**config.mk**
```make
export PLATFORM = sky130hd
export DESIGN_NAME = dest_addr_filter
export DESIGN_NICKNAME = d
export VERILOG_FILES = /design/src/rtl/daf_pkg.sv /design/src/rtl/daf_collect.sv /design/src/rtl/daf_hash.sv /design/src/rtl/daf_regs.sv /design/src/rtl/daf_decide.sv /design/src/rtl/dest_addr_filter.sv
export SDC_FILE = /design/constraint.sdc
export NUM_CORES = 1
export LEC_CHECK = 0
export BUFFER_PORTS_ARGS = -buffer_cell sky130_fd_sc_hd__buf_4
export CAP_MARGIN = 25
export CORE_MARGIN = 1.5
export CORE_UTILIZATION = 45
export CTS_BUF_LIST = sky130_fd_sc_hd__clkbuf_4 sky130_fd_sc_hd__clkbuf_8 sky130_fd_sc_hd__clkbuf_16
export CTS_CLUSTER_DIAMETER = 60
export DETAILED_ROUTE_END_ITERATION = 10
export PLACE_DENSITY = 0.61
export SETUP_SLACK_MARGIN = 0.2
export SLEW_MARGIN = 20
export SYNTH_ARGS = -nofsm -noshare
export SYNTH_HDL_FRONTEND = slang
export SYNTH_SLANG_ARGS = --single-unit
```
**constraint.sdc**
```tcl
create_clock -name clk -period 7.7 [get_ports clk]
set_clock_uncertainty 0.15 [all_clocks]
set_input_delay 0.77 -clock clk [delete_from_list [all_inputs] [get_ports clk]]
set_output_delay 0.77 -clock clk [all_outputs]
set_load 0.05 [all_outputs]
```
**src/rtl/daf_pkg.sv**
```systemverilog
package daf_pkg;
    localparam int BYTE_W     = 8;
    localparam int ADDR_BYTES = 6;
    localparam int ADDR_W     = ADDR_BYTES * BYTE_W;
    localparam int HASH_BITS  = 6;
    localparam int TABLE_W    = 1 << HASH_BITS;
    localparam int REG_W      = 32;
    localparam int HALVES     = TABLE_W / REG_W;
    localparam int FOLDS      = ADDR_W / HASH_BITS;
    localparam int TOP_W      = ADDR_W - REG_W;

    typedef enum logic [2:0] {
        RSN_NONE     = 3'd0,
        RSN_STATION  = 3'd1,
        RSN_BCAST    = 3'd2,
        RSN_MC_HASH  = 3'd3,
        RSN_UC_HASH  = 3'd4,
        RSN_COPY_ALL = 3'd5
    } reason_e;

    typedef enum logic [1:0] {
        SEL_HASH_LO = 2'd0,
        SEL_HASH_HI = 2'd1,
        SEL_STA_BOT = 2'd2,
        SEL_STA_TOP = 2'd3
    } wsel_e;

    typedef struct packed {
        logic mc_en;
        logic uc_en;
        logic copy_all;
        logic no_bcast;
    } mode_t;

    typedef struct packed {
        logic    accept;
        reason_e reason;
    } verdict_t;

    function automatic logic is_all_ones(input logic [ADDR_W-1:0] a);
        return &a;
    endfunction
endpackage

```
**src/rtl/daf_collect.sv**
```systemverilog
module daf_collect
    import daf_pkg::*;
(
    input  logic              clk,
    input  logic              rst,
    input  logic              frame_start,
    input  logic              byte_valid,
    input  logic [BYTE_W-1:0] byte_data,
    output logic              addr_done,
    output logic [ADDR_W-1:0] addr
);
    localparam int CW = $clog2(ADDR_BYTES + 1);
    localparam logic [CW-1:0] LAST = CW'(ADDR_BYTES - 1);
    localparam logic [CW-1:0] FULL = CW'(ADDR_BYTES);

    logic [CW-1:0] cnt;
    logic [CW-1:0] eff_cnt;
    logic          take;
    logic [ADDR_W-BYTE_W-1:0] held;

    assign eff_cnt   = frame_start ? '0 : cnt;
    assign take      = byte_valid && (eff_cnt < FULL);
    assign addr_done = take && (eff_cnt == LAST);
    assign addr      = {byte_data, held};

    always_ff @(posedge clk) begin
        if (rst) begin
            cnt <= '0;
        end else if (take) begin
            cnt <= eff_cnt + CW'(1);
        end else if (frame_start) begin
            cnt <= '0;
        end
    end

    for (genvar k = 0; k < ADDR_BYTES - 1; k++) begin : g_hold
        always_ff @(posedge clk) begin
            if (rst) begin
                held[k*BYTE_W +: BYTE_W] <= '0;
            end else if (take && (eff_cnt == CW'(k))) begin
                held[k*BYTE_W +: BYTE_W] <= byte_data;
            end
        end
    end
endmodule

```
**src/rtl/daf_hash.sv**
```systemverilog
module daf_hash
    import daf_pkg::*;
(
    input  logic [ADDR_W-1:0]    addr,
    output logic [HASH_BITS-1:0] idx
);
    for (genvar n = 0; n < HASH_BITS; n++) begin : g_bit
        logic acc;
        always_comb begin
            acc = 1'b0;
            for (int i = 0; i < FOLDS; i++) begin
                acc = acc ^ addr[i*HASH_BITS + n];
            end
        end
        assign idx[n] = acc;
    end
endmodule

```
**src/rtl/daf_regs.sv**
```systemverilog
module daf_regs
    import daf_pkg::*;
(
    input  logic              clk,
    input  logic              rst,
    input  logic              wr_en,
    input  logic [1:0]        wr_sel,
    input  logic [REG_W-1:0]  wr_data,
    output logic [TABLE_W-1:0] table_q,
    output logic [ADDR_W-1:0]  station_q
);
    wsel_e sel;
    assign sel = wsel_e'(wr_sel);

    for (genvar h = 0; h < HALVES; h++) begin : g_half
        always_ff @(posedge clk) begin
            if (rst) begin
                table_q[h*REG_W +: REG_W] <= '0;
            end else if (wr_en && (wr_sel == 2'(h))) begin
                table_q[h*REG_W +: REG_W] <= wr_data;
            end
        end
    end

    always_ff @(posedge clk) begin
        if (rst) begin
            station_q <= '0;
        end else if (wr_en) begin
            if (sel == SEL_STA_BOT) begin
                station_q[REG_W-1:0] <= wr_data;
            end else if (sel == SEL_STA_TOP) begin
                station_q[ADDR_W-1:REG_W] <= wr_data[TOP_W-1:0];
            end
        end
    end
endmodule

```
**src/rtl/daf_decide.sv**
```systemverilog
module daf_decide
    import daf_pkg::*;
(
    input  logic [ADDR_W-1:0]    addr,
    input  logic [HASH_BITS-1:0] idx,
    input  logic [TABLE_W-1:0]   table_q,
    input  logic [ADDR_W-1:0]    station_q,
    input  mode_t                mode,
    output verdict_t             verdict
);
    logic hit_bit;
    logic sta_hit;
    logic bcast;
    logic group;

    assign hit_bit = table_q[idx];
    assign sta_hit = (addr == station_q);
    assign bcast   = is_all_ones(addr);
    assign group   = addr[0];

    always_comb begin
        verdict.reason = RSN_NONE;
        if (sta_hit) begin
            verdict.reason = RSN_STATION;
        end else if (bcast) begin
            if (!mode.no_bcast) begin
                verdict.reason = RSN_BCAST;
            end else if (mode.copy_all) begin
                verdict.reason = RSN_COPY_ALL;
            end
        end else if (group && mode.mc_en && hit_bit) begin
            verdict.reason = RSN_MC_HASH;
        end else if (!group && mode.uc_en && hit_bit) begin
            verdict.reason = RSN_UC_HASH;
        end else if (mode.copy_all) begin
            verdict.reason = RSN_COPY_ALL;
        end
        verdict.accept = (verdict.reason != RSN_NONE);
    end
endmodule

```
**src/rtl/dest_addr_filter.sv**
```systemverilog
module dest_addr_filter
    import daf_pkg::*;
(
    input  logic        clk,
    input  logic        rst,
    input  logic        wr_en,
    input  logic [1:0]  wr_sel,
    input  logic [31:0] wr_data,
    input  logic        mc_hash_en,
    input  logic        uc_hash_en,
    input  logic        copy_all,
    input  logic        no_bcast,
    input  logic        frame_start,
    input  logic        byte_valid,
    input  logic [7:0]  byte_data,
    output logic        result_valid,
    output logic        accept,
    output logic [2:0]  reason
);
    logic [ADDR_W-1:0]    addr;
    logic                 addr_done;
    logic [HASH_BITS-1:0] idx;
    logic [TABLE_W-1:0]   table_q;
    logic [ADDR_W-1:0]    station_q;
    mode_t                mode;
    verdict_t             verdict;
    verdict_t             verdict_q;

    assign mode = '{mc_en: mc_hash_en, uc_en: uc_hash_en,
                    copy_all: copy_all, no_bcast: no_bcast};

    daf_collect u_collect (
        .clk         (clk),
        .rst         (rst),
        .frame_start (frame_start),
        .byte_valid  (byte_valid),
        .byte_data   (byte_data),
        .addr_done   (addr_done),
        .addr        (addr)
    );

    daf_hash u_hash (
        .addr (addr),
        .idx  (idx)
    );

    daf_regs u_regs (
        .clk       (clk),
        .rst       (rst),
        .wr_en     (wr_en),
        .wr_sel    (wr_sel),
        .wr_data   (wr_data),
        .table_q   (table_q),
        .station_q (station_q)
    );

    daf_decide u_decide (
        .addr      (addr),
        .idx       (idx),
        .table_q   (table_q),
        .station_q (station_q),
        .mode      (mode),
        .verdict   (verdict)
    );

    always_ff @(posedge clk) begin
        if (rst) begin
            result_valid <= 1'b0;
            verdict_q    <= '{accept: 1'b0, reason: RSN_NONE};
        end else begin
            result_valid <= addr_done;
            if (addr_done) begin
                verdict_q <= verdict;
            end
        end
    end

    assign accept = verdict_q.accept;
    assign reason = verdict_q.reason;
endmodule

```
==> After elaboration in Yosys (flattened, before gate mapping) <==
Cells that the tools add are included.
{ "totals": {"elab_cells": 98, "regBits": 160} }
{ "classes": {"n_addsub": 1, "bitwise": 43, "n_eq_ne": 9, "mux": 10, "reduce_logical": 20, "n_lt_le_gt_ge": 2} }
{ "op_table": {"columns": ["cell", "n"], "rows": [
  ["48-bit equality test", 1],
  ["48-bit AND reduction", 1],
  ["1-bit XOR", 42],
  ["3-bit 2-to-1 mux", 8],
  ["1-bit logical AND", 13],
  ["6-bit by 7-bit < comparator with 1-bit output, second input constant", 1],
  ["1-bit binary-select mux with 6-bit select", 1],
  ["3-bit by 2-bit equality test with 1-bit output, second input constant", 2],
  ["3-bit equality test, second input constant", 2],
  ["2-bit equality test, second input constant", 2],
  ["3-bit by 1-bit adder with 3-bit output, second input constant", 1],
  ["3-bit by 1-bit equality test with 1-bit output, second input constant", 1],
  ["3-bit logical NOT", 1],
  ["3-bit < comparator, second input constant", 1],
  ["3-bit AND reduction", 1],
  ["3-bit nonzero test", 1],
  ["2-bit by 1-bit equality test with 1-bit output, second input constant", 1],
  ["2-bit logical NOT", 1],
  ["2-bit AND reduction", 1],
  ["1-bit logical NOT", 1],
  ["1-bit 2-to-1 mux", 1],
  ["1-bit inverter", 1]
]} }

==> Depth between registers and ports, before layout <==
Gate-level depths: netlist of run 1.
{ "logic_depth": {"depth_word": 15, "mapped_depth": 13, "depth_no_buf": 10} }

==> By module <==
From an unflattened synthesis of run 1, not the netlist that was laid out.
{ "unflattened": {"cells_unflattened": 804, "area_unflattened_um2": 8298.0} }
{ "modules_own_cells": {"columns": ["mod", "cells_per_inst", "area_each_um2", "n_inst"], "rows": [
  ["daf_regs", 401, 4473.0, 1],
  ["daf_collect", 185, 1868.0, 1],
  ["daf_decide", 155, 1371.3, 1],
  ["daf_hash", 48, 412.9, 1],
  ["dest_addr_filter", 15, 172.7, 1]
]} }

==> Least setup slack after synthesis of run 1 <==
Ideal clock, no wire load.
{ "synth_path": {"path_type": "in2reg", "startpoint": "in byte_data[2]", "endpoint": "reg verdict_q (netlist bit accept)", "required_ns": 7.430, "stages": 11, "slack_ns": 4.120, "arrival_ns": 3.310, "cell_sequence": "buf_2 > xnor2_1 > xnor2_2 > xnor2_4 > mux4_2 > nor2b_1 > o32a_1 > o22ai_2 > o2bb2ai_2 > o21ai_2 > o31a_1"} }
{ "synth_between": {"elab_chain_len": 9, "word_cells_on_any_way": 12, "classes_between": "eq/ne: 1; mux: 6; bitwise: 1; reduce/logical: 4"} }
{ "synth_lines": {"columns": ["element", "line", "rtl"], "rows": [
  ["start, declared", "dest_addr_filter.sv:15", "input logic [7:0] byte_data,"],
  ["1-bit XOR", "daf_hash.sv:12", "acc = acc ^ addr[i*HASH_BITS + n];"],
  ["1-bit binary-select mux with 6-bit select", "daf_decide.sv:16", "assign hit_bit = table_q[idx];"],
  ["1-bit 2-to-1 mux (not written as such)", "daf_decide.sv:16", null],
  ["1-bit logical AND", "daf_decide.sv:33", "end else if (!group && mode.uc_en && hit_bit) begin"],
  ["3-bit 2-to-1 mux", "daf_decide.sv:33", null],
  ["3-bit 2-to-1 mux", "daf_decide.sv:31", "end else if (group && mode.mc_en && hit_bit) begin"],
  ["3-bit 2-to-1 mux", "daf_decide.sv:25", "end else if (bcast) begin"],
  ["3-bit 2-to-1 mux (*)", "daf_decide.sv:23", "if (sta_hit) begin"],
  ["3-bit nonzero test (*)", "daf_decide.sv:38", "verdict.accept = (verdict.reason != RSN_NONE);"],
  ["end signal, assigned", "dest_addr_filter.sv:69", "verdict_q <= '{accept: 1'b0, reason: RSN_NONE};"],
  ["end signal, assigned", "dest_addr_filter.sv:73", "verdict_q <= verdict;"],
  ["end, declared", "dest_addr_filter.sv:27", "verdict_t verdict_q;"]
]} }
Mark *: on every way between the ends. The rest lies on a longest branch, timed or not. The select of a mux whose other input is x is not followed.
A chain may end at the register's enable or synchronous reset.

==> Worst setup path after layout of run 1 <==
{ "layout_path": {"startpoint": "reg u_collect.held[36] (netlist: u_collect.addr[36])", "endpoint": "reg verdict_q (netlist bit accept)"} }
{ "layout_between": {"elab_chain_len": 10, "word_cells_on_any_way": 13, "classes_between": "eq/ne: 1; mux: 6; bitwise: 2; reduce/logical: 4"} }
{ "layout_lines": {"columns": ["element", "line", "rtl"], "rows": [
  ["start, declared", "daf_collect.sv:19", "logic [ADDR_W-BYTE_W-1:0] held;"],
  ["start signal, assigned by index", "daf_collect.sv:41", "held[k*BYTE_W +: BYTE_W] <= byte_data;"],
  ["1-bit XOR (2 in a row)", "daf_hash.sv:12", null],
  ["1-bit binary-select mux with 6-bit select", "daf_decide.sv:16", null],
  ["1-bit 2-to-1 mux (not written as such)", "daf_decide.sv:16", null],
  ["1-bit logical AND", "daf_decide.sv:33", null],
  ["3-bit 2-to-1 mux", "daf_decide.sv:33", null],
  ["3-bit 2-to-1 mux", "daf_decide.sv:31", null],
  ["3-bit 2-to-1 mux", "daf_decide.sv:25", null],
  ["3-bit 2-to-1 mux (*)", "daf_decide.sv:23", null],
  ["3-bit nonzero test (*)", "daf_decide.sv:38", null]
]} }
Marks and branches as above.

==> flow_metrics.tcl, run 1 <==
set metrics [dict create \
    die_h_um 131 \
    dr.first_iter.drc_count 622 \
    grt_antenna_before_repair 0 \
    initial_core_util_pct 46.2 \
    post-route-cell-area_um2 8460 \
    crit_chain "xor2_1, xnor2_2, xnor2_4, mux4_1, o21ai_1, a21oi_1, or2_2, o2bb2ai_2, o21ai_2, o31a_1" \
    die-area_um2 17100 \
    path_max_fanout 19 \
    synth_flop_cell "sky130_fd_sc_hd__dfxtp_1" \
    grt_setup_unrepaired "false" \
    floorplan.core_area_um2 15900 \
    setup_viol_count_final 0 \
    seq_power_share_pct 45.0 \
    numCtsBuffers 17 \
    number_of_setup_buffers_added_after_cts 0 \
    finalCritPeriodShare_pct 47.7 \
    track_usage_pct 25.0 \
    power.leakage_nw 3.48 \
    placed_cell_area_um2 7890 \
    postRouteWirelength_um 20500 \
    synth.ff_latch_count 160 \
    worst_slew_margin_rel_pct 28.8 \
    gr-total-overflow 0 \
    clk_pin_slew_worst_paths_ns 0.06 \
    area_growth_pct 15.0 \
    endpoint_kind "flop" \
    power.switching_fraction_pct 26.4 \
    p_per_area_nw_per_um2 229 \
    routed_wire_length_per_instance_um 18.0 \
    cts.htree.levels 4 \
    finalPower_w 0.00194 \
    synth-edff-count 0 \
    slew_violations 0 \
    worst_r2r_endpoint "accept" \
    route.antenna.remaining_nets 0 \
    worst_hold_endpoint "u_regs.table_q[2]" \
    synth_largest_area_cell "sky130_fd_sc_hd__dfxtp_1" \
    cp.required_ns 7.87 \
    mapped_nets 941 \
    critPathTopFamily "XOR/XNOR gates" \
    synth_area_leaders "sky130_fd_sc_hd__dfxtp_1 44%, sky130_fd_sc_hd__nand2_1 12%, sky130_fd_sc_hd__a21oi_1 8.3%, sky130_fd_sc_hd__mux2i_1 6.4%, sky130_fd_sc_hd__xor2_1 6.3%" \
    cts.repair.resized 0 \
    worst_hold_startpoint "u_regs.table_q[2]" \
    vias 6060 \
    post_drt_via_cell_ratio 5.33 \
    regToRegStartpoint "u_collect.addr[36]" \
    setup_total_negative_slack_ns 0 \
    maximum_vdd_drop_v 0.000156 \
    antenna-diode-count 0 \
    num-nets-final 963 \
    crit_slowest_cell "sky130_fd_sc_hd__mux4_1" \
    r2r.worst_path.cells 10 \
    worst_slew_pin_slew_ns 1.07 \
    gp_congestion 0.890 \
    hpwlAfterDp_um 14200 \
    clk_sinks 160 \
    detail_route.drc_violations 0 \
    ys_async_sr_fraction_pct 0 \
    yosys.cell_types.count 48 \
    netSwitchingPower_w 0.000512 \
    clock_network_fraction_of_design_power_pct 42.9 \
    whs_path_depth 2 \
    cts_tree "built" \
    timing.setup.critical_path_class "reg -> reg" \
    hold_path.class "reg -> reg" \
    cell_internal_pwr_w 0.00143 \
    yosys.area.top_type_share_pct 43.5 \
    result_of_the_run "complete, no violations" \
    fmax_ghz 0.272 \
    grt_start_max_net_pins 103 \
    synthesis.instances 885 \
    row_count 46 \
    final_layout_size_suffix_gt1_share_pct 12.8 \
    commonest_cells_in_the_netlist "245 x sky130_fd_sc_hd__nand2_1, 160 x sky130_fd_sc_hd__dfxtp_1, 122 x sky130_fd_sc_hd__a21oi_1" \
    reported_max_cap_violation_count 0 \
    num-fill-cells 1516 \
    stage_delay_of_the_slowest_cell_on_the_critical_path_ns 0.64 \
    number_of_global_route_vias_before_repair 5517 \
    num_io_pins 56 \
    cp-start-kind "flop" \
    sequential_element_share_of_the_synthesized_area_pct 43.5 \
    finalHoldViolations 0 \
    clkLatencyLatePin_ns 0.43 \
    cts_hold_buf 0 \
    buffer_ports.inserted 55 \
    arrival_ns 3.84 \
    pre_repair_dr_iteration_count 4 \
    cts.path.max_buffers 2 \
    cp_num_buf_inv 0 \
    syn-cell-area_um2 7360 \
    clock_tree.root_cell "sky130_fd_sc_hd__clkbuf_16" \
    yosysWarnings 0 \
    r2r_slack_ns 4.03 \
    final_period_minus_worst_setup_slack_ns 3.67 \
    synthesis.area_per_instance_um2 8.32 \
    die_width_um 131 \
    pwr-share-comb_pct 12.0 \
    grt_first_pass_wirelength_um 31700 \
    yosys.cell_count.top_type "sky130_fd_sc_hd__nand2_1" \
]
## power by group through the flow
stage                     combinational (W)  clock, W  sequential, W
after global placement             0.000231         0       0.000892
final                              0.000233  0.000833       0.000874
after floorplan                    0.000163         0       0.000883
after CTS                          0.000234  0.000844       0.000873
after detailed placement           0.000233         0       0.000892
after global routing               0.000255  0.000878       0.000876
## worst max-delay path by stage
stage,end,slack (ns),cells past startpoint,startpoint
2_1_floorplan,accept,4.12,11,byte_data[2]
3_3_place_gp,accept,3.64,11,byte_data[2]
3_5_place_dp,accept,3.61,11,byte_data[2]
4_1_cts,accept,4.03,10,u_collect.addr[36]
5_1_grt,accept,3.83,10,u_collect.addr[36]
6_report,accept,4.03,10,u_collect.addr[36]
## state kept, by name (all words and copies together) (netlist names)
name / count
u_regs.table_q: 64
u_regs.station_q: 48
u_collect.addr: 40
reason: 3
u_collect.cnt: 3
accept: 1
result_valid: 1
## worst min-delay path, delay by kind of cell (launching register included)
kind             cells  cell delay, ns
AO/OA/AOI/OAI        1            0.05
flip-flops           1            0.31
AND/OR/NAND/NOR      1            0.05
## cells by family (layout without fill, tap and decap cells)
family / Yosys count / in the layout / synth area share (%)
buffers and inverters: 63 / 98 / 3.30
DFF: 160 / 160 / 43.5
adders and majority gates: 5 / 5 / 0.850
and+or+nand+nor: 362 / 362 / 20.6
xor gates and xnor gates: 91 / 91 / 11.3
muxes: 58 / 58 / 9.40
AOI/OAI and AO/OA: 146 / 146 / 11.0
## per-layer routing
layer,global-route usage [%],part of all wire [%],up-vias
li1,-,-,3007
met1,35.9,49,2873
met2,38.2,45,159
met3,4.60,4.7,21
met4,7.43,1.3,0
met5,0,0,-
## metrics by stage
step | std cells | setup slack [ns] | hold slack [ns] | util (%)
3_5_place_dp | 1104 | 3.61 | 0.294 | 49.5
6_report | 1136 | 4.03 | 0.305 | 53.1
2_1_floorplan | 885 | 4.12 | 0.282 | -
5_1_grt | 1136 | 3.83 | 0.319 | 53.1
4_1_cts | 1136 | 4.03 | 0.303 | 53.1
3_3_place_gp | 1104 | 3.64 | 0.292 | 49.5
## area by class of cell
cell class              instances  area, µm²  area share (%)
clock buffers                  18        433            5.12
repair buffers                 60        450            5.32
flip-flops and latches        160       3200            37.9
multi-input cells             662       3940            46.6
well taps                     216        270            3.19
clock inverters                14        143            1.69
inverters                       6       22.5           0.266
## layout by cell type (no fill, tap or decap), drive strengths merged, types with 2 or more instances in the layout
cell type / Yosys / routed
and2: 3 / 3
a211oi: 2 / 2
xnor2: 38 / 38
bufinv: 0 / 2
ha: 5 / 5
nor4: 15 / 15
a22oi: 2 / 2
nand2b: 4 / 4
nor3: 2 / 2
nand4: 16 / 16
xor2: 53 / 53
nand3: 16 / 16
o31a: 2 / 2
o21ai: 5 / 5
buf: 6 / 60
mux2: 3 / 3
nor2b: 6 / 6
dfxtp: 160 / 160
or2: 4 / 4
a221oi: 3 / 3
clkinv: 1 / 9
clkbuf: 51 / 18
mux2i: 47 / 47
nand2: 245 / 245
clkinvlp: 0 / 3
a21oi: 122 / 122
nor2: 47 / 47
mux4: 8 / 8
inv: 5 / 6
Power figures use the tool's default switching activity.
==> inputs of run 2 (changes only) <==
==> constraint.sdc (replaced) <==
create_clock -name clk -period 3.5 [get_ports clk]
set_clock_uncertainty 0.15 [all_clocks]
set_input_delay 0.35 -clock clk [delete_from_list [all_inputs] [get_ports clk]]
set_output_delay 0.35 -clock clk [all_outputs]
set_load 0.05 [all_outputs]
==> flow_metrics.tcl, run 2 (synthesis gave the netlist of run 1 again) <==
set metrics [dict create \
    finish.cell_count_without_fillers 1163 \
    buffer_ports.inserted 55 \
    setup_viol_count_final 0 \
    gr-total-overflow 0 \
    track_usage_pct 25.5 \
    result_of_the_run "complete, no violations" \
    crit_slowest_cell "sky130_fd_sc_hd__mux4_2" \
    slew_violations 0 \
    timing.critical_path.mode_cell "sky130_fd_sc_hd__xnor2_2" \
    path_max_fanout 12 \
    die_h_um 131 \
    finalCritPeriodShare_pct 90.9 \
    num-nets-final 991 \
    pre_repair_dr_iteration_count 5 \
    initial_core_util_pct 46.2 \
    arrival_ns 3.34 \
    die-area_um2 17100 \
    num-fill-cells 1510 \
    largest_register "u_regs.table_q" \
    gp_congestion 0.880 \
    finalHoldViolations 0 \
    layout.cells.most_common_list "245 x sky130_fd_sc_hd__nand2_1, 160 x sky130_fd_sc_hd__dfxtp_1, 122 x sky130_fd_sc_hd__a21oi_1, 86 x sky130_fd_sc_hd__buf_4, 52 x sky130_fd_sc_hd__xor2_1" \
    postRouteWirelength_um 21100 \
    endpoint_kind "flop" \
    clk_sinks 160 \
    antenna-diode-count 0 \
    largest_reg_flops 64 \
    maximum_vdd_drop_v 0.000360 \
    number_of_global_route_vias_before_repair 5631 \
    num_io_pins 56 \
    numCtsBuffers 17 \
    grt_start_max_net_pins 69 \
    power.leakage_nw 3.67 \
    cp-start-kind "flop" \
    clock_tree.root_cell "sky130_fd_sc_hd__clkbuf_16" \
    p_per_area_nw_per_um2 516 \
    fin_hold_ws_ns 0.0395 \
    final_layout_size_suffix_gt1_share_pct 15.5 \
    seq_area_um2 3200 \
    floorplan.core_area_um2 15900 \
    clkLatencyLatePin_ns 0.42 \
    dr.first_iter.drc_count 537 \
    row_count 46 \
    final_period_minus_worst_setup_slack_ns 3.18 \
    cts_tree "built" \
    placed_cells 1122 \
    cp.required_ns 3.66 \
    worst_slew_margin_rel_pct 42.6 \
    crit_chain "xnor2_2, xnor2_2, xnor2_4, buf_6, mux4_2, a22oi_1, mux2i_1, o22ai_2, o2bb2ai_4, o21ai_2, o31a_1" \
    stage_delay_of_the_slowest_cell_on_the_critical_path_ns 0.53 \
    hpwlAfterDp_um 15000 \
    worst_slew_pin_slew_ns 0.855 \
    fmax_ghz 0.314 \
    critPathTopFamily "compound AO/OA/AOI/OAI gates" \
    area_growth_pct 19.5 \
    cts.path.max_buffers 2 \
    route.antenna.remaining_nets 0 \
    hold_path.class "in -> reg" \
    routed_wire_length_per_instance_um 18.2 \
    cts.htree.levels 4 \
    post_drt_via_cell_ratio 5.38 \
    detail_route.drc_violations 0 \
    die_width_um 131 \
    commonest_non_fill_non_tap_cell_in_the_layout "sky130_fd_sc_hd__nand2_1" \
    grt_setup_unrepaired "false" \
    vias 6262 \
    grt_first_pass_wirelength_um 32300 \
    multi_input_comb_area_um2 3980 \
    reported_max_cap_violation_count 0 \
    timing.setup.critical_path_class "reg -> reg" \
    clk_pin_slew_worst_paths_ns 0.06 \
    cp_num_buf_inv 1 \
    grt_antenna_before_repair 0 \
]
[run 2: cell types whose count changed in the layout (fill, tap and decap cells not counted), moves of 2 or more]
cell	delta
sky130_fd_sc_hd__clkbuf_4	+2
sky130_fd_sc_hd__buf_4	+26
sky130_fd_sc_hd__bufinv_16	+3
sky130_fd_sc_hd__clkinv_2	-3
sky130_fd_sc_hd__clkinvlp_4	-2
[run 2: layout make-up]
cell class	instances	share of cell area, %
Clock buffer	21	5.25
Clock inverter	10	2.10
Inverter	6	0.256
Multi-Input combinational cell	662	45.2
Sequential cell	160	36.4
Tap cell	216	3.07
Timing Repair Buffer	88	7.69
[run 2: through the flow]
step           setup TNS [ns]  util [%]  power [W]  instance area, µm²  setup slack, ns
3_3_place_gp                0      50.4    0.00249                8030           0.0113
3_5_place_dp          -0.0201      50.4    0.00250                8030          -0.0201
2_1_floorplan               0         -    0.00230                7360            0.340
6_report                    0      55.2    0.00454                8800            0.317
5_1_grt                     0      55.2    0.00469                8800            0.180
4_1_cts                     0      54.5    0.00452                8690            0.210
[run 2: layer usage]
layer,up-vias,GRT usage [%],share of wire [%]
met5,-,0,0
met4,0,9.18,1.9
met3,23,3.83,4.8
met2,184,38.6,45
met1,2993,36.9,49
li1,3062,-,-
[run 2: final timing paths]
| path | startpoint | end | slack (ns) | depth (start not counted) |
|---|---|---|---|---|
| setup / recovery | u_collect.addr[6] | accept | 0.32 | 11 |
| hold / removal | wr_data[24] | u_regs.table_q[24] | 0.04 | 3 |
| setup reg to reg | u_collect.addr[6] | accept | 0.32 | 11 |
| hold reg to reg | u_regs.table_q[20] | u_regs.table_q[20] | 0.30 | 2 |
[run 2: power breakdown]
part / switching, W / internal (W)
Clock: 0.000734 / 0.00130
Sequential: 0.0000450 / 0.00187
Combinational: 0.000325 / 0.000259
[run 2: worst min-delay path: cells and delay by family]
| kind | cells | cell delay [ns] |
|---|---|---|
| AO/OA/AOI/OAI | 1 | 0.05 |
| buffers and inverters | 1 | 0.12 |
| AND/OR/NAND/NOR | 1 | 0.05 |
[run 2: what timing repair did]
action	4_1_cts	5_1_grt
pin swaps	0	3
buffers inserted	0	10
endpoints found under the setup margin	4	4
hold buffers	0	0
resized for setup	1	4
==> inputs of run 3 (changes only) <==
--- a/config.mk
+++ b/config.mk
@@ -12,7 +12,7 @@
 export CTS_BUF_LIST = sky130_fd_sc_hd__clkbuf_4 sky130_fd_sc_hd__clkbuf_8 sky130_fd_sc_hd__clkbuf_16
 export CTS_CLUSTER_DIAMETER = 60
 export DETAILED_ROUTE_END_ITERATION = 10
-export PLACE_DENSITY = 0.61
+export PLACE_DENSITY = 0.63
 export SETUP_SLACK_MARGIN = 0.2
 export SLEW_MARGIN = 20
 export SYNTH_ARGS = -nofsm -noshare
==> constraint.sdc (replaced) <==
create_clock -name clk -period 2.7 [get_ports clk]
set_clock_uncertainty 0.15 [all_clocks]
set_input_delay 0.27 -clock clk [delete_from_list [all_inputs] [get_ports clk]]
set_output_delay 0.27 -clock clk [all_outputs]
set_load 0.05 [all_outputs]
==> flow_metrics.tcl, run 3 (synthesis gave the netlist of run 1 again) <==
set metrics [dict create \
    result_of_the_run "complete, but fails checks" \
    violated_checks "negative setup slack" \
    row_count 46 \
    hpwlAfterDp_um 15100 \
    track_usage_pct 25.9 \
    p_per_area_nw_per_um2 607 \
    clock_network_fraction_of_design_power_pct 41.0 \
    largest_register "u_regs.table_q" \
    clk_sinks 160 \
    netSwitchingPower_w 0.00155 \
    finalCritPeriodShare_pct 113 \
    seq_power_share_pct 43.4 \
    floorplan.core_area_um2 15900 \
    gp_congestion 0.951 \
    final_standard_cell_utilization_of_the_core_pct 59.0 \
    maximum_vdd_drop_v 0.000474 \
    pre_repair_dr_iteration_count 7 \
    crit_slowest_cell "sky130_fd_sc_hd__mux4_2" \
    worst_hold_startpoint "byte_data[7]" \
    endpoint_kind "flop" \
    setup_total_negative_slack_ns -1.22 \
    worst_slew_margin_rel_pct 51.8 \
    grt_setup_unrepaired "true" \
    cell_internal_pwr_w 0.00416 \
    die-area_um2 17100 \
    largest_reg_flops 64 \
    commonest_non_fill_non_tap_cell_in_the_layout "sky130_fd_sc_hd__nand2_1" \
    buffer_ports.inserted 55 \
    hold_path.class "in -> reg" \
    multi_input_comb_area_um2 4060 \
    cp_num_buf_inv 1 \
    dr.first_iter.drc_count 558 \
    number_of_global_route_vias_before_repair 5959 \
    layout.cells.most_common_list "245 x sky130_fd_sc_hd__nand2_1, 152 x sky130_fd_sc_hd__dfxtp_1, 122 x sky130_fd_sc_hd__a21oi_1, 112 x sky130_fd_sc_hd__buf_4, 51 x sky130_fd_sc_hd__xor2_1" \
    critical_path_depth 11 \
    num_io_pins 56 \
    cts_tree "built" \
    grt_antenna_before_repair 0 \
    critPathTopFamily "compound AO/OA/AOI/OAI gates" \
    routed_wire_length_per_instance_um 17.5 \
    cts.htree.levels 4 \
    antenna-diode-count 0 \
    worst_hold_endpoint "u_collect.addr[39]" \
    numCtsBuffers 17 \
    die_width_um 131 \
    stage_delay_of_the_slowest_cell_on_the_critical_path_ns 0.52 \
    area_growth_pct 27.9 \
    clk_pin_slew_worst_paths_ns 0.06 \
    post_drt_via_cell_ratio 5.26 \
    cts.path.max_buffers 2 \
    arrival_ns 3.21 \
    whs_path_depth 3 \
    num-nets-final 1055 \
    reported_max_cap_violation_count 0 \
    grt_start_max_net_pins 65 \
    postRouteWirelength_um 21500 \
    final_period_minus_worst_setup_slack_ns 3.04 \
    clkLatencyLatePin_ns 0.43 \
    vias 6463 \
    detail_route.drc_violations 0 \
    grt_first_pass_wirelength_um 33000 \
    fmax_ghz 0.329 \
    cp-start-kind "flop" \
    route.antenna.remaining_nets 0 \
    regToRegStartpoint "u_collect.addr[30]" \
    cp.required_ns 2.87 \
    path_max_fanout 5 \
    crit_chain "xor2_2, xnor2_2, xnor2_4, mux4_2, nor2b_1, o32a_1, o22ai_2, o2bb2ai_4, buf_6, nor2_1, o31a_1" \
    finalWorstSetupSlack_ns -0.338 \
    num-fill-cells 1457 \
    die_h_um 131 \
    final_layout_size_suffix_gt1_share_pct 19.2 \
    finalPower_w 0.00571 \
    initial_core_util_pct 46.2 \
    r2r_slack_ns -0.34 \
    seq_area_um2 3210 \
    worst_slew_pin_slew_ns 0.723 \
    power.switching_fraction_pct 27.1 \
    clock_tree.root_cell "sky130_fd_sc_hd__clkbuf_16" \
    timing.setup.critical_path_class "reg -> reg" \
    finalHoldViolations 0 \
    gr-total-overflow 0 \
    r2r.worst_path.cells 11 \
    preCtsSetupSlack_ns -0.567 \
    slew_violations 0 \
    pwr-share-comb_pct 15.5 \
    worst_r2r_endpoint "accept" \
    setup_viol_count_final 4 \
    power.leakage_nw 3.95 \
]
[run 3: worst max-delay path by stage]
stage                  startpoint      to  slack, ns
2_1_floorplan        byte_data[2]  accept      -0.29
3_3_place_gp         byte_data[2]  accept      -0.53
3_5_place_dp         byte_data[2]  accept      -0.57
4_1_cts         u_collect.addr[7]  accept      -0.38
5_1_grt         u_collect.addr[6]  accept      -0.43
6_report       u_collect.addr[30]  accept      -0.34
[run 3: final cells by class]
cell class              count  share of cell area, %
inverters                   6                  0.239
multi-input cells         662                   43.1
repair buffers            152                   13.5
clock buffers              18                   4.67
clock inverters            14                   1.42
well taps                 216                   2.87
flip-flops and latches    160                   34.1
[run 3: power by group through the flow]
stage	Sequential, W	Clock [W]	Combinational (W)
finish	0.00248	0.00234	0.000887
global route	0.00249	0.00246	0.000953
CTS	0.00248	0.00237	0.000865
detailed placement	0.00253	0	0.000771
global placement	0.00253	0	0.000766
floorplan	0.00252	0	0.000473
[run 3: repair_timing]
item / 4_1_cts / 5_1_grt
buffers inserted: 4 / 1
resized for setup: 8 / 14
endpoints found under the hold margin: 111 / 0
setup endpoints to repair: 4 / 4
pin swaps: 7 / 4
hold buffers: 34 / 0
[run 3: per-layer routing]
metal | part of all wire (%) | wire (µm) | track usage, % | up-vias
li1 | - | - | - | 3184
met1 | 47 | 10100 | 35.9 | 3087
met2 | 46 | 9970 | 41.0 | 173
met3 | 5.5 | 1180 | 5.25 | 19
met4 | 1.1 | 241 | 7.11 | 0
met5 | 0 | 0 | 0 | -
[run 3: metrics by stage]
stage / cell area [µm²] / hold slack [ns] / cells
after floorplan: 7410 / 0.256 / 885
after global placement: 8340 / 0.292 / 1157
after detailed placement: 8340 / 0.294 / 1157
after CTS: 9330 / 0.0318 / 1227
after global routing: 9410 / 0.0306 / 1228
final: 9410 / 0.0457 / 1228
[run 3: tightest hold or removal path: cells and delay by family]
family	cells	cell delay [ns]
AO/OA/AOI/OAI	1	0.06
buffers and inverters	1	0.16
AND/OR/NAND/NOR	1	0.07
